File: src/rtl/symfir_lp.sv
module symfir_lp #(
  parameter int DW = 20,
  parameter int FRAC = 12,
  parameter int CW = 16,
  parameter int CFRAC = 12,
  parameter int TAPS = 13,
  parameter bit PRE_REG = 1'b1,
  parameter bit MUL_REG = 1'b1,
  parameter bit ACC_REG = 1'b1,
  parameter logic signed [CW-1:0] COEF [(TAPS+1)/2] =
    '{-16'sd18, -16'sd47, -16'sd21, 16'sd106, 16'sd520, 16'sd980, 16'sd1010}
) (
  input  logic                 clk,
  input  logic                 rst,
  input  logic                 in_valid,
  input  logic signed [DW-1:0] din,
  output logic                 out_valid,
  output logic signed [DW-1:0] dout
);
  localparam int NP  = (TAPS + 1) / 2;
  localparam bit ODD = (TAPS % 2) == 1;
  localparam int PW  = DW + 1;
  localparam int MW  = PW + CW;
  localparam int AW  = MW + $clog2(NP);
  localparam int LAT = 2 + int'(PRE_REG) + int'(MUL_REG) + NP * int'(ACC_REG);
  localparam logic signed [AW-1:0] HALF = AW'(1) <<< (CFRAC - 1);
  localparam logic signed [AW-1:0] YMAX = (AW'(1) <<< (DW - 1)) - AW'(1);
  localparam logic signed [AW-1:0] YMIN = -(AW'(1) <<< (DW - 1));

  logic signed [DW-1:0] dl [TAPS];
  logic [LAT-1:0] vp;
  logic signed [AW-1:0] acc [NP];

  always_ff @(posedge clk) begin
    if (rst) begin
      for (int i = 0; i < TAPS; i++) dl[i] <= '0;
    end else if (in_valid) begin
      dl[0] <= din;
      for (int i = 1; i < TAPS; i++) dl[i] <= dl[i-1];
    end
  end

  always_ff @(posedge clk) begin
    if (rst) vp <= '0;
    else     vp <= {vp[LAT-2:0], in_valid};
  end

  for (genvar k = 0; k < NP; k++) begin : g_slice
    logic signed [PW-1:0] pa, pq;
    logic signed [MW-1:0] pm, pmq, pd;
    logic signed [AW-1:0] pe, sum;

    if (ODD && k == NP - 1) begin : g_mid
      assign pa = {dl[k][DW-1], dl[k]};
    end else begin : g_pair
      assign pa = {dl[k][DW-1], dl[k]} + {dl[TAPS-1-k][DW-1], dl[TAPS-1-k]};
    end

    if (PRE_REG) begin : g_preq
      always_ff @(posedge clk) pq <= rst ? '0 : pa;
    end else begin : g_prec
      assign pq = pa;
    end

    assign pm = pq * COEF[k];

    if (MUL_REG) begin : g_mulq
      always_ff @(posedge clk) pmq <= rst ? '0 : pm;
    end else begin : g_mulc
      assign pmq = pm;
    end

    if (ACC_REG && k > 0) begin : g_bal
      logic signed [MW-1:0] bd [k];
      always_ff @(posedge clk) begin
        if (rst) begin
          for (int j = 0; j < k; j++) bd[j] <= '0;
        end else begin
          bd[0] <= pmq;
          for (int j = 1; j < k; j++) bd[j] <= bd[j-1];
        end
      end
      assign pd = bd[k-1];
    end else begin : g_nobal
      assign pd = pmq;
    end

    assign pe = AW'(pd);

    if (k == 0) begin : g_first
      assign sum = pe;
    end else begin : g_next
      assign sum = acc[k-1] + pe;
    end

    if (ACC_REG) begin : g_accq
      always_ff @(posedge clk) acc[k] <= rst ? '0 : sum;
    end else begin : g_accc
      assign acc[k] = sum;
    end
  end

  logic signed [AW-1:0] rnd, sh;
  logic signed [DW-1:0] ysat;
  assign rnd  = acc[NP-1] + HALF;
  assign sh   = rnd >>> CFRAC;
  assign ysat = (sh > YMAX) ? YMAX[DW-1:0] :
                (sh < YMIN) ? YMIN[DW-1:0] : sh[DW-1:0];

  always_ff @(posedge clk) begin
    if (rst)              dout <= '0;
    else if (vp[LAT-2])   dout <= ysat;
  end

  assign out_valid = vp[LAT-1];
endmodule

File: config.mk
export PLATFORM = sky130hd
export DESIGN_NAME = symfir_lp
export DESIGN_NICKNAME = d
export VERILOG_FILES = /design/src/rtl/symfir_lp.sv
export SDC_FILE = /design/constraint.sdc
export NUM_CORES = 2
export LEC_CHECK = 0
export BUFFER_PORTS_ARGS = -buffer_cell sky130_fd_sc_hd__buf_2
export CAP_MARGIN = 20
export CORE_MARGIN = 3
export CORE_UTILIZATION = 58
export DETAILED_ROUTE_END_ITERATION = 10
export PLACE_DENSITY = 0.84
export SLEW_MARGIN = 20
export SYNTH_ARGS = -nofsm -noshare
export SYNTH_HDL_FRONTEND = slang
export SYNTH_SLANG_ARGS = --single-unit
File: constraint.sdc
create_clock -name clk -period 5.8 [get_ports clk]
set_input_delay 0.29 -clock clk [delete_from_list [all_inputs] [get_ports clk]]
set_output_delay 0.29 -clock clk [all_outputs]
set_load 0.05 [all_outputs]
# Word-level counts from Yosys, hierarchy flattened
# Memories as Yosys holds them, arrays and structs flattened.
# Cells that the tools add are included.
[op_classes]
n_shift = 0
mux = 50
n_bitwise = 33
n_addsub = 13
reduce_logical = 1
eq_ne = 0
mul = 7
div_mod_pow = 0
magnitude_cmp = 2
[op_table]
columns = ["operator", "count"]
rows = [
  ["37-bit two-way mux", 21],
  ["20-bit two-way mux", 15],
  ["40-bit two-way mux", 7],
  ["40-bit by 37-bit adder with 40-bit output", 6],
  ["20-bit by 20-bit adder with 21-bit output", 6],
  ["21-bit by 7-bit multiplier with 28-bit output (second input constant)", 2],
  ["40-bit by 13-bit adder with 40-bit output (second input constant)", 1],
  ["37-bit OR reduction", 1],
  ["1-bit bitwise OR", 33],
  ["20-bit by 10-bit multiplier with 30-bit output (second input constant)", 1],
  ["21-bit by 9-bit multiplier with 30-bit output (second input constant)", 1],
  ["21-bit by 8-bit multiplier with 29-bit output (second input constant)", 1],
  ["28-bit by 20-bit greater-than comparator with 1-bit output (second input constant)", 1],
  ["28-bit by 20-bit less-than comparator with 1-bit output (second input constant)", 1],
  ["21-bit by 6-bit multiplier with 27-bit output (second input constant)", 1],
  ["21-bit by 5-bit multiplier with 26-bit output (second input constant)", 1],
  ["1-bit two-way mux", 7],
]
[totals]
word_cells = 130
out_inout_bits = 21
latch_bits = 0
ramBits = 1317
rom_bits = 0
n_memories = 8
regBits = 428
in_bits = 23
[memory_table]
columns = ["memory", "words", "width", "read_ports", "rd_clocked_by_memory_dff", "wr", "line_no", "text"]
rows = [
  ["acc", 7, 40, 7, 0, 7, "32", "logic signed [AW-1:0] acc [NP];"],
  ["dl", 13, 20, 13, 0, 13, "30", "logic signed [DW-1:0] dl [TAPS];"],
  ["g_slice[6].g_bal.bd", 6, 37, 6, 0, 6, "74", "logic signed [MW-1:0] bd [k];"],
  ["g_slice[5].g_bal.bd", 5, 37, 5, 0, 5, "74", ""],
  ["g_slice[4].g_bal.bd", 4, 37, 4, 0, 4, "74", ""],
  ["g_slice[3].g_bal.bd", 3, 37, 3, 0, 3, "74", ""],
  ["+2 memories", "-", "-", "-", "-", "-", "-", ""],
]

# Logic depth before layout (Yosys ltp)
# An unclocked memory read counts as a cell.
[logic_depth]
word_depth = 5
ltp_mapped = 21

# Worst setup path before layout
# Ideal clock, no wire load.
[synth_timing]
path_kind = "register to register"
startpoint = "register g_slice[6].pq[4], read port of dl"
endpoint = "register g_slice[6].pmq[35]"
path_buffers = 0
setup_time_ns = 0.121
path_stages_with_launch = 21
arrival_time_ns = 5.257
t_required_ns = 5.679
slack_ns = 0.422
cell_sequence = "dfxtp_1 inv_1 fa_1 fa_1 inv_1 fa_1 fa_1 inv_1 fa_1 inv_1 ha_1 or3_1 nor2_1 o21ai_0 nor3b_1 a21oi_1 o21ai_1 o31ai_1 a21o_1 a32oi_1 mux2_2"
[synth_via]
elab_chain_cells = 1
[synth_lines]
columns = ["element", "line_no", "text"]
rows = [
  ["start, declared", "49", "logic signed [PW-1:0] pa, pq;"],
  ["20-bit by 10-bit multiplier with 30-bit output", "65", "assign pm = pq * COEF[k];"],
  ["end signal, assigned", "68", "always_ff @(posedge clk) pmq <= rst ? '0 : pm;"],
  ["end, declared", "50", "logic signed [MW-1:0] pm, pmq, pd;"],
]
# Every way passes these cells.
# A chain may end at the register's enable or synchronous reset.

# Worst setup path after layout
[layout_timing]
startpoint = "register g_slice[6].pq[9], read port of dl"
endpoint = "register g_slice[6].pmq[35]"
# The elaborated chain is that of the path after synthesis.

==> impl_metrics.csv <==
group,metric,value,unit
run_status,outcome,"completed",
floorplan,initial_utilization,58.5,%
critical_path,slowest_stage,"fa_1",
global_routing,globalRouteMet3Util,3.76,%
critical_path,arrival,6220,ps
detailed_routing,drc,0,
floorplan,core,0.134,sq mm
layout,antenna-diode-count,0,
yosys,yosys.area.top_type,"dfxtp_1",
layout,fill_cells,10020,
global_routing,grt_use_met2,38.1,%
placement,dp_hpwl,121000,um
power,p_per_area,394,mW/mm^2
detailed_routing,drt_iter0_markers,3427,
yosys,ys_seq_elements,1499,
placement,dpl.cell_count,9453,
clock_network,cts_tree,"built",
yosys,syn-num-nets,9018,
layout,final_nets,9071,
critical_path,crit_required,6460,ps
layout,area_growth,9.61,%
detailed_routing,firstDrtPassIters,6,
yosys,ys_seq_area_share,41.7,%
yosys,syn_area_per_cell,10.0,sq um
global_routing,gr-max-usage-layer,"met2",
timing,setup_tns,0,ps
clock_network,cts_buffers,151,
timing,period_minus_slack,5560,ps
timing,hold_ws,313,ps
layout,final-instance-count-excl-fill,9755,
critical_path,endpoint_kind,"flip-flop",
clock_network,clk_path_buf_depth,3,
power,ir_drop,280,uV
critical_path,cp_common_cell,"fa_1",
critical_path,crit_chain,"inv_1 -> fa_1 -> fa_1 -> inv_1 -> fa_1 -> fa_1 -> inv_1 -> fa_1 -> inv_1 -> ha_1 -> a21o_1 -> a21o_1 -> a21oi_1 -> o21ai_0 -> a21oi_1 -> o21ai_1 -> o31ai_2 -> a21o_1 -> a32oi_1 -> mux2_2",
timing,clock_skew,48.9,ps
global_routing,gr-usage-met1,31.0,%
floorplan,rows,134,
global_routing,grt_pass1_wl,265000,um
floorplan,die_x,373,um
critical_path,max_stage_delay,540,ps
worst_hold_path,hp-class,"in2reg",
detailed_routing,avgRoutedWirePerCell,16.6,um
yosys,ys_warn_count,0,
layout,multiInputGateArea,0.0415,sq mm
yosys,ys_async_sr_fraction,0,%
detailed_routing,finalWirelength,162000,um
timing,drv_slew,0,
detailed_routing,vias,52366,
floorplan,die-height,373,um
timing,fmax,180,MHz
placement,gp_routability_congestion,0.886,
yosys,syn-cell-area,0.0782,sq mm
detailed_routing,avgViaCountPerCell,5.37,
detailed_routing,ant_nets,0,
yosys,yosys.area.top_type_share,31.7,%
yosys,netlist_top_cells_count,"dfxtp_1, inv_1, ha_1, nor2b_1, nor2_1",
global_routing,antenna_found_initial,5,
clock_network,cts_setup_buffers,0,
critical_path,criticalPathCategory,"reg2reg",
yosys,synth_edf_count,260,
yosys,ys_types,92,
job,maxCapViolCount,0,
timing,hold_viol,0,
global_routing,grt_pass1_vias,52407,
critical_path,cp-start-kind,"flip-flop",
power,leakagePower,40.2,nW
power,power,33.8,mW
floorplan,ios,44,
timing,tightestPinTransition,1080,ps
timing,rsz0062_at_grt,"no",
floorplan,die_area,0.139,sq mm
clock_network,cts-root-buf,"clkbuf_16",
layout,seq_area,0.0326,sq mm
placement,port-buffer-count,43,
clock_network,insertion_delay,810,ps
yosys,synth.area.top_cells,"dfxtp_1, ha_1, edfxtp_1, fa_1, nor2b_1",
global_routing,grt_max_degree,219,
yosys,ys.flop_type,"dfxtp_1",
global_routing,grt_overflow,0,
clock_network,cts.sinks,1499,
timing,relSlewSlack,27.4,%
yosys,yosysMostFrequentCell,"dfxtp_1",
critical_path,worstPathMaxFanout,4,
global_routing,grt_use_total,23.0,%
yosys,syn_inst,7807,
clock_network,path_clk_slew,60,ps
clock_network,h-tree-depth,4,
timing,fin_crit_sh,95.9,%
layout,layout-drive-gt1-share,4.93,%
timing,setup_viol,0,
==> cell type report <==
cell class / count / share of cell area [%]
inverters: 902 / 3.95
well taps: 1768 / 2.58
clock buffers: 201 / 4.90
multi-input cells: 5213 / 48.4
clock inverters: 79 / 1.27
repair buffers: 93 / 0.852
flip-flops and latches: 1499 / 38.0
==> registers in the layout, summed over array words and instances, names as in the netlist <==
signal,cells
dout,20
g_slice.pq,146
g_slice.g_bal.bd,612
g_slice.pmq,172
dl,260
acc,252
vp,11
g_slice.pd,26
==> metal layers <==
layer	wire [um]	part of all wire, %
met4	4310	2.7
met2	75600	47
met5	0	0
met3	8010	5.0
met1	73800	46
==> worst max-delay path: cells and delay by family, from the launching register on <==
family | cells | cell delay, ps
flip-flops | 1 | 390
AO/OA/AOI/OAI | 9 | 1540
adder cells (fa/ha/maj) | 6 | 2910
buffers and inverters | 4 | 320
multiplexers | 1 | 290
==> logic make-up (layout without fill, tap and decap cells) <==
group	after synthesis	after routing	synth area share, %
muxes	20	20	0.278
xor gates and xnor gates	370	370	4.14
DFF	1499	1499	41.7
adders and majority gates	1188	1188	22.1
and+or+nand+nor	2460	2460	16.7
buffers and inverters	1095	1275	5.27
AOI/OAI and AO/OA	1175	1175	9.79
==> worst paths after layout <==
| check | end | cells after the start | from | slack [ps] |
|---|---|---|---|---|
| max | g_slice[6].pmq[35] | 20 | g_slice[6].pq[9] | 240 |
| min | dl[0][14] | 3 | din[14] | 310 |
| max reg2reg | g_slice[6].pmq[35] | 20 | g_slice[6].pq[9] | 240 |
| min reg2reg | g_slice[6].g_bal.bd[3][10] | 1 | g_slice[6].g_bal.bd[2][10] | 410 |
==> power by group <==
part           switching (mW)  leakage (nW)  total [mW]  internal, mW
Sequential              0.611          13.0        12.5          11.9
Combinational            6.63          24.7        11.2          4.58
Clock                    4.29          2.55        10.1          5.80
==> timing repair <==
item,in CTS,in global routing
hold endpoints to repair,33,0
endpoints found under the setup margin,0,3
resized for setup,0,6
hold buffers,22,0
==> stage by stage <==
| step | setup WS, ps | utilization [%] | area, sq um |
|---|---|---|---|
| after floorplan | 422 | - | 78200 |
| after detailed placement | 130 | 60.0 | 80200 |
| after global routing | 2.91 | 64.2 | 85700 |
| final | 236 | 64.2 | 85700 |
| after CTS | 65.1 | 64.2 | 85700 |
| after global placement | 220 | 60.0 | 80200 |
==> cells in the final DEF (no fill, tap or decap), types with 16 or more instances in the layout <==
| cell type | synthesis | final |
|---|---|---|
| dfxtp_1 | 1239 | 1238 |
| inv_1 | 902 | 898 |
| ha_1 | 864 | 864 |
| nor2b_1 | 837 | 836 |
| nor2_1 | 644 | 644 |
| a21oi_1 | 361 | 361 |
| fa_1 | 324 | 324 |
| edfxtp_1 | 260 | 260 |
| and2_1 | 219 | 219 |
| a21o_1 | 201 | 201 |
| nand2_1 | 200 | 200 |
| xnor2_1 | 197 | 197 |
| o21ai_0 | 182 | 182 |
| xor2_1 | 173 | 173 |
| clkbuf_16 | 0 | 155 |
| nor3_1 | 131 | 131 |
| nand3_1 | 114 | 114 |
| and3_1 | 81 | 81 |
| nand2b_1 | 69 | 69 |
| a31oi_1 | 50 | 50 |
| o21a_1 | 46 | 46 |
| o21bai_1 | 46 | 46 |
| nand4_1 | 44 | 44 |
| buf_2 | 2 | 42 |
| a211oi_1 | 41 | 41 |
| clkbuf_1 | 183 | 31 |
| clkinv_2 | 0 | 29 |
| o211ai_1 | 28 | 28 |
| or3_1 | 26 | 26 |
| dlygate4sd3_1 | 1 | 22 |
| buf_4 | 1 | 22 |
| nor4_1 | 21 | 21 |
| or2_2 | 20 | 19 |
| o22ai_1 | 19 | 19 |
| a21boi_0 | 18 | 18 |
| o31ai_1 | 19 | 18 |
| nor3b_1 | 17 | 16 |
| o21ai_1 | 16 | 16 |
(Power assumes the default switching activity.)
